[config.mk]
export PLATFORM = sky130hd
export DESIGN_NAME = beat_tag_pair_err
export DESIGN_NICKNAME = d
export VERILOG_FILES = /design/src/rtl/btp_pkg.sv /design/src/rtl/btp_phase_pair.sv /design/src/rtl/btp_period_meas.sv /design/src/rtl/beat_tag_pair_err.sv
export SDC_FILE = /design/constraint.sdc
export NUM_CORES = 1
export LEC_CHECK = 0
export BUFFER_PORTS_ARGS = -buffer_cell sky130_fd_sc_hd__buf_2
export CORE_MARGIN = 4
export CORE_UTILIZATION = 30
export DETAILED_ROUTE_END_ITERATION = 6
export PLACE_DENSITY = 0.46
export SLEW_MARGIN = 20
export SYNTH_ARGS = -nofsm -noshare
export SYNTH_HDL_FRONTEND = slang
export SYNTH_SLANG_ARGS = --single-unit
[constraint.sdc]
create_clock -name clk -period 3.75 [get_ports clk]
set_input_delay 0.75 -clock clk [delete_from_list [all_inputs] [get_ports clk]]
set_output_delay 0.75 -clock clk [all_outputs]
set_load 0.02 [all_outputs]
[src/rtl/btp_pkg.sv]
package btp_pkg;

  typedef enum logic [1:0] {
    PH_IDLE      = 2'd0,
    PH_WAIT_REF  = 2'd1,
    PH_WAIT_MAIN = 2'd2,
    PH_OUT       = 2'd3
  } btp_phase_st_e;

  typedef enum logic {
    PR_ARM  = 1'b0,
    PR_MEAS = 1'b1
  } btp_period_st_e;

endpackage

[src/rtl/btp_phase_pair.sv]
module btp_phase_pair
  import btp_pkg::*;
#(
  parameter int TAG_W  = 16,
  parameter int BEAT_N = 32768,
  parameter int ERR_W  = 16
) (
  input  logic                    clk,
  input  logic                    rst_n,
  input  logic                    ref_vld,
  input  logic [TAG_W-1:0]        ref_tag,
  input  logic                    main_vld,
  input  logic [TAG_W-1:0]        main_tag,
  output logic signed [ERR_W-1:0] phase_err,
  output logic                    phase_vld
);

  localparam int NB = $clog2(BEAT_N);
  localparam int HALF_I = BEAT_N / 2;
  localparam logic [NB:0] HALF = (NB+1)'(BEAT_N / 2);
  localparam logic signed [NB+1:0] FULL = (NB+2)'(BEAT_N);

  // fold (m - r) mod N into (-N/2, N/2]
  function automatic logic signed [ERR_W-1:0] fold_phase(
    input logic [TAG_W-1:0] m,
    input logic [TAG_W-1:0] r
  );
    logic [NB-1:0] d;
    logic signed [NB+1:0] s;
    d = NB'(m - r);
    if ({1'b0, d} > HALF) s = $signed({2'b00, d}) - FULL;
    else                  s = $signed({2'b00, d});
    return ERR_W'(s);
  endfunction

  btp_phase_st_e st, st_nxt;
  logic [TAG_W-1:0] lat_ref, lat_main;
  logic take_ref, take_main;
  logic pair_done;

  always_comb begin
    st_nxt    = st;
    take_ref  = 1'b0;
    take_main = 1'b0;
    case (st)
      PH_IDLE: begin
        take_ref  = ref_vld;
        take_main = main_vld;
        if (ref_vld && main_vld) st_nxt = PH_OUT;
        else if (ref_vld)        st_nxt = PH_WAIT_MAIN;
        else if (main_vld)       st_nxt = PH_WAIT_REF;
      end
      PH_WAIT_REF: begin
        take_ref = ref_vld;
        if (ref_vld) st_nxt = PH_OUT;
      end
      PH_WAIT_MAIN: begin
        take_main = main_vld;
        if (main_vld) st_nxt = PH_OUT;
      end
      PH_OUT:  st_nxt = PH_IDLE;
      default: st_nxt = PH_IDLE;
    endcase
  end

  assign pair_done = (st_nxt == PH_OUT);

  always_ff @(posedge clk or negedge rst_n) begin
    if (!rst_n) begin
      st       <= PH_IDLE;
      lat_ref  <= '0;
      lat_main <= '0;
    end else begin
      st <= st_nxt;
      if (take_ref)  lat_ref  <= ref_tag;
      if (take_main) lat_main <= main_tag;
    end
  end

  assign phase_vld = (st == PH_OUT);
  assign phase_err = fold_phase(lat_main, lat_ref);


  ph_strobe_single_chk: assert property (@(posedge clk) disable iff (!rst_n)
    phase_vld |=> !phase_vld);


  ph_drop_in_out_chk: assert property (@(posedge clk) disable iff (!rst_n)
    (phase_vld && (ref_vld || main_vld)) |=> ($stable(lat_ref) && $stable(lat_main)));


  ph_wait_complete_chk: assert property (@(posedge clk) disable iff (!rst_n)
    ((st == PH_WAIT_MAIN && main_vld) || (st == PH_WAIT_REF && ref_vld)) |=> phase_vld);


  ph_hold_ref_chk: assert property (@(posedge clk) disable iff (!rst_n)
    (st == PH_WAIT_MAIN && ref_vld) |=> $stable(lat_ref));


  ph_pair_strobe_chk: assert property (@(posedge clk) disable iff (!rst_n)
    pair_done |=> phase_vld);


  ph_range_chk: assert property (@(posedge clk) disable iff (!rst_n)
    phase_vld |-> ((int'(phase_err) > -HALF_I) && (int'(phase_err) <= HALF_I)));

endmodule

[src/rtl/btp_period_meas.sv]
module btp_period_meas
  import btp_pkg::*;
#(
  parameter int TAG_W  = 16,
  parameter int BEAT_N = 32768,
  parameter int ERR_W  = 16
) (
  input  logic                    clk,
  input  logic                    rst_n,
  input  logic                    ref_vld,
  input  logic [TAG_W-1:0]        ref_tag,
  output logic signed [ERR_W-1:0] period_err,
  output logic                    period_vld
);

  localparam longint EMAX = (longint'(1) <<< (ERR_W - 1)) - 1;
  localparam longint EMIN = -(longint'(1) <<< (ERR_W - 1));

  // N - ((cur - base) mod 2^TAG_W), clamped to the error word
  function automatic logic signed [ERR_W-1:0] period_error(
    input logic [TAG_W-1:0] cur,
    input logic [TAG_W-1:0] base
  );
    logic [TAG_W-1:0] d;
    logic signed [63:0] e;
    d = cur - base;
    e = 64'(BEAT_N) - {{(64-TAG_W){1'b0}}, d};
    if (e > EMAX)      e = EMAX;
    else if (e < EMIN) e = EMIN;
    return ERR_W'(e);
  endfunction

  btp_period_st_e st;
  logic [TAG_W-1:0] base_tag;
  logic meas_fire;

  assign meas_fire = (st == PR_MEAS) && ref_vld;

  always_ff @(posedge clk or negedge rst_n) begin
    if (!rst_n) begin
      st         <= PR_ARM;
      base_tag   <= '0;
      period_err <= '0;
      period_vld <= 1'b0;
    end else begin
      period_vld <= 1'b0;
      if (ref_vld) begin
        if (st == PR_ARM) begin
          base_tag <= ref_tag;
          st       <= PR_MEAS;
        end else begin
          period_err <= period_error(ref_tag, base_tag);
          period_vld <= 1'b1;
          st         <= PR_ARM;
        end
      end
    end
  end


  pr_strobe_after_fire_chk: assert property (@(posedge clk) disable iff (!rst_n)
    meas_fire |=> period_vld);


  pr_strobe_single_chk: assert property (@(posedge clk) disable iff (!rst_n)
    period_vld |=> !period_vld);


  pr_needs_ref_chk: assert property (@(posedge clk) disable iff (!rst_n)
    period_vld |-> $past(ref_vld));


  pr_sat_chk: assert property (@(posedge clk) disable iff (!rst_n)
    (meas_fire && (ref_tag == base_tag) && (longint'(BEAT_N) > EMAX))
      |=> (longint'(period_err) == EMAX));

endmodule

[src/rtl/beat_tag_pair_err.sv]
module beat_tag_pair_err #(
  parameter int TAG_W  = 16,
  parameter int BEAT_N = 32768,
  parameter int ERR_W  = 16
) (
  input  logic                    clk,
  input  logic                    rst_n,
  input  logic                    ref_tag_vld,
  input  logic [TAG_W-1:0]        ref_tag,
  input  logic                    main_tag_vld,
  input  logic [TAG_W-1:0]        main_tag,
  output logic signed [ERR_W-1:0] phase_err,
  output logic                    phase_err_vld,
  output logic signed [ERR_W-1:0] period_err,
  output logic                    period_err_vld
);

  btp_phase_pair #(.TAG_W(TAG_W), .BEAT_N(BEAT_N), .ERR_W(ERR_W)) u_phase (
    .clk       (clk),
    .rst_n     (rst_n),
    .ref_vld   (ref_tag_vld),
    .ref_tag   (ref_tag),
    .main_vld  (main_tag_vld),
    .main_tag  (main_tag),
    .phase_err (phase_err),
    .phase_vld (phase_err_vld)
  );

  btp_period_meas #(.TAG_W(TAG_W), .BEAT_N(BEAT_N), .ERR_W(ERR_W)) u_period (
    .clk        (clk),
    .rst_n      (rst_n),
    .ref_vld    (ref_tag_vld),
    .ref_tag    (ref_tag),
    .period_err (period_err),
    .period_vld (period_err_vld)
  );


  top_reset_quiet_chk: assert property (@(posedge clk)
    !rst_n |=> (!phase_err_vld && !period_err_vld));

endmodule

==> results_dict.tcl <==
set metrics [dict create \
    outcome "finished, violations left" \
    violations "setup timing" \
    area_growth_pct 25.1 \
    dp_hpwl_um 8110 \
    preCtsSetupSlack_ns -0.222 \
    grt_pass1_wl_um 17200 \
    grt_use_total_pct 12.9 \
    r2r_slack_ns 0.46 \
    via_per_inst 4.77 \
    fmax_mhz 265 \
    synth_top_cell_by_area "dfrtp_1" \
    synthTopCellsByCount "dfrtp_1, inv_1, o21ai_0" \
    synthFlopType "dfrtp_1" \
    slew_headroom_pct 39.0 \
    drc 0 \
    cp.required_ns 3.00 \
    worst_slew_pin_slew_ns 0.911 \
    synth_area_per_cell_um2 9.56 \
    finClkSkew_ns 0.00533 \
    cp_slowest_cell "o41a_1" \
    synthDistinctLibCells 58 \
    dieHeight_um 129 \
    crit_buf_inv 2 \
    drt_iter0_drc 128 \
    holdBufCountCts 0 \
    num_vias 3555 \
    synthesis.nets 533 \
    ant_nets 0 \
    syn_area_um2 4410 \
    ios 70 \
    cp_cell_sequence "inv_1 -> ha_2 -> fa_2 -> nor2b_2 -> o21ai_2 -> a21boi_4 -> o2111a_1 -> or3_4 -> a21oi_4 -> xnor2_1 -> o41a_1 -> buf_2" \
    path_clk_slew_ns 0.06 \
    yosysTopAreaCellShare_pct 37.5 \
    cts_root_buffer "clkbuf_16" \
    first_global_vias 3517 \
    syn_inst 461 \
    critPathTopFamily "compound AO/OA/AOI/OAI gates" \
    hold_viol 0 \
    arrival_ns 3.03 \
    hp-class "in2async" \
    reg2reg_to "u_period.period_err[14]$_DFFE_PN0P_" \
    period_needed_ns 3.78 \
    antenna_found_initial 0 \
    end_kind "primary output" \
    die_w_um 129 \
    rows 44 \
    nets 628 \
    numPortBuffers 68 \
    wire_per_inst_um 13.9 \
    ys_seq_area_share_pct 37.5 \
    core_um2 14500 \
    synth-edff-count 0 \
    clock_latency_ns 0.34 \
    cts.sinks 66 \
    cts_tree "done" \
    setup_ws_ns -0.0295 \
    critPathKind "reg2out" \
    yosysMostFrequentCell "dfrtp_1" \
    setup_viol 1 \
    design.die.area_um2 16700 \
    firstDrtPassIters 6 \
    initial_utilization_pct 30.4 \
    fin_crit_sh_pct 101 \
    routed_wl_um 10300 \
    r2r_cells 11 \
    ys_warn_count 0 \
    cts_buffer_depth 2 \
    drive_above_1_share_pct 31.0 \
    slew_viol_final 0 \
    grt-ovfl-total 0 \
    r2r_start "u_period.base_tag[0]$_DFFE_PN0P_" \
    crit_fanout 5 \
    cts_inserted_buffers 9 \
    place_congestion 0.792 \
    diodes 0 \
    drv_cap 0 \
    slowest_delay_ns 0.41 \
    cp-start-kind "flip-flop" \
    ys_ff_latch 66 \
    async_flop_share_pct 100 \
    rsz0062_at_grt "true" \
    grt_max_degree 37 \
    h-tree-depth 3 \
    synthTopCellsByArea "dfrtp_1, ha_1, mux2_2, o21ai_0, xnor2_1" \
]
-- cells by family after synthesis --
family,count (synthesis),share of synthesized area [%]
muxes,34,8.60
buffers and inverters,58,6.08
DFF,66,37.5
adders and majority gates,36,10.6
and+or+nand+nor,109,12.0
xor gates and xnor gates,33,6.56
AOI/OAI and AO/OA,125,18.7
-- metal layers --
metal	vias to the layer above	GRT usage [%]	part of all wire [%]
li1	1819	-	-
met1	1633	18.3	50
met2	85	19.1	43
met3	18	3.79	5.4
met4	0	3.83	2.2
met5	-	0	0
-- worst max path at each step --
| stage | from | end | cells after the start |
|---|---|---|---|
| 4_1_cts | u_phase.lat_main[0]$_DFFE_PN0P_ | phase_err[15] | 12 |
| 6_report | u_phase.lat_main[0]$_DFFE_PN0P_ | phase_err[15] | 12 |
| 2_1_floorplan | u_phase.lat_main[0]$_DFFE_PN0P_ | phase_err[15] | 12 |
| 5_1_grt | u_phase.lat_main[0]$_DFFE_PN0P_ | phase_err[15] | 14 |
| 3_3_place_gp | ref_tag[0] | u_period.period_err[0]$_DFFE_PN0P_ | 13 |
| 3_5_place_dp | ref_tag[0] | u_period.period_err[13]$_DFFE_PN0P_ | 13 |
-- placed cells by master (no fill, tap or decap), drive strengths merged, types with 3 or more instances in the layout --
cell	n
buf	98
dfrtp	66
inv	44
o21ai	37
ha	34
nand2	32
mux2	31
nor2	30
a21oi	27
xnor2	20
xor2	13
nor3	13
clkbuf	13
a31oi	9
o22a	8
or3	8
a21o	7
o21a	7
nand3	6
nor2b	6
a21boi	4
nand2b	3
a211oi	3
mux2i	3
-- flip-flops by register name, summed over array words and instances, names as in the netlist --
register / flops
u_period.st: 1
u_period.period_err: 16
u_phase.st: 2
u_phase.lat_main: 15
u_period.period_vld: 1
u_phase.lat_ref: 15
u_period.base_tag: 16
-- stage by stage --
step           utilization (%)  TNS [ns]  std cells  area [µm²]  hold WS [ns]
2_1_floorplan                -         0        461        4410         0.454
3_3_place_gp              35.2     -1.40        726        5090         0.477
3_5_place_dp              35.2     -2.50        726        5090         0.477
4_1_cts                   37.4   -0.0756        743        5420         0.490
5_1_grt                   38.1    -0.155        745        5510         0.510
6_report                  38.1   -0.0295        745        5510         0.470
-- worst reg2reg max path, cell delays in order, from the launching register on --
cell	delay, ns
dfrtp_1	0.34
ha_1	0.15
inv_1	0.05
fa_1	0.42
a21o_1	0.22
a311o_2	0.41
a2111oi_1	0.38
nor3_1	0.13
xor2_1	0.31
nor3_4	0.09
a31o_2	0.32
o32a_1	0.36
-- area by class of cell --
class,count,area [µm²]
Fill cell,1500,8970
Tap cell,184,230
Multi-Input combinational cell,337,2570
Clock inverter,3,47.5
Sequential cell,66,1650
Timing Repair Buffer,98,584
Inverter,44,165
Clock buffer,13,260
-- what timing repair did --
action	in CTS	in global routing
setup buffers	1	2
setup endpoints to repair	3	17
gates resized for setup	7	21
pin swaps	5	7
Power is not shown: default switching activity piles up to over one toggle a cycle in this logic, so the estimate is an artifact.
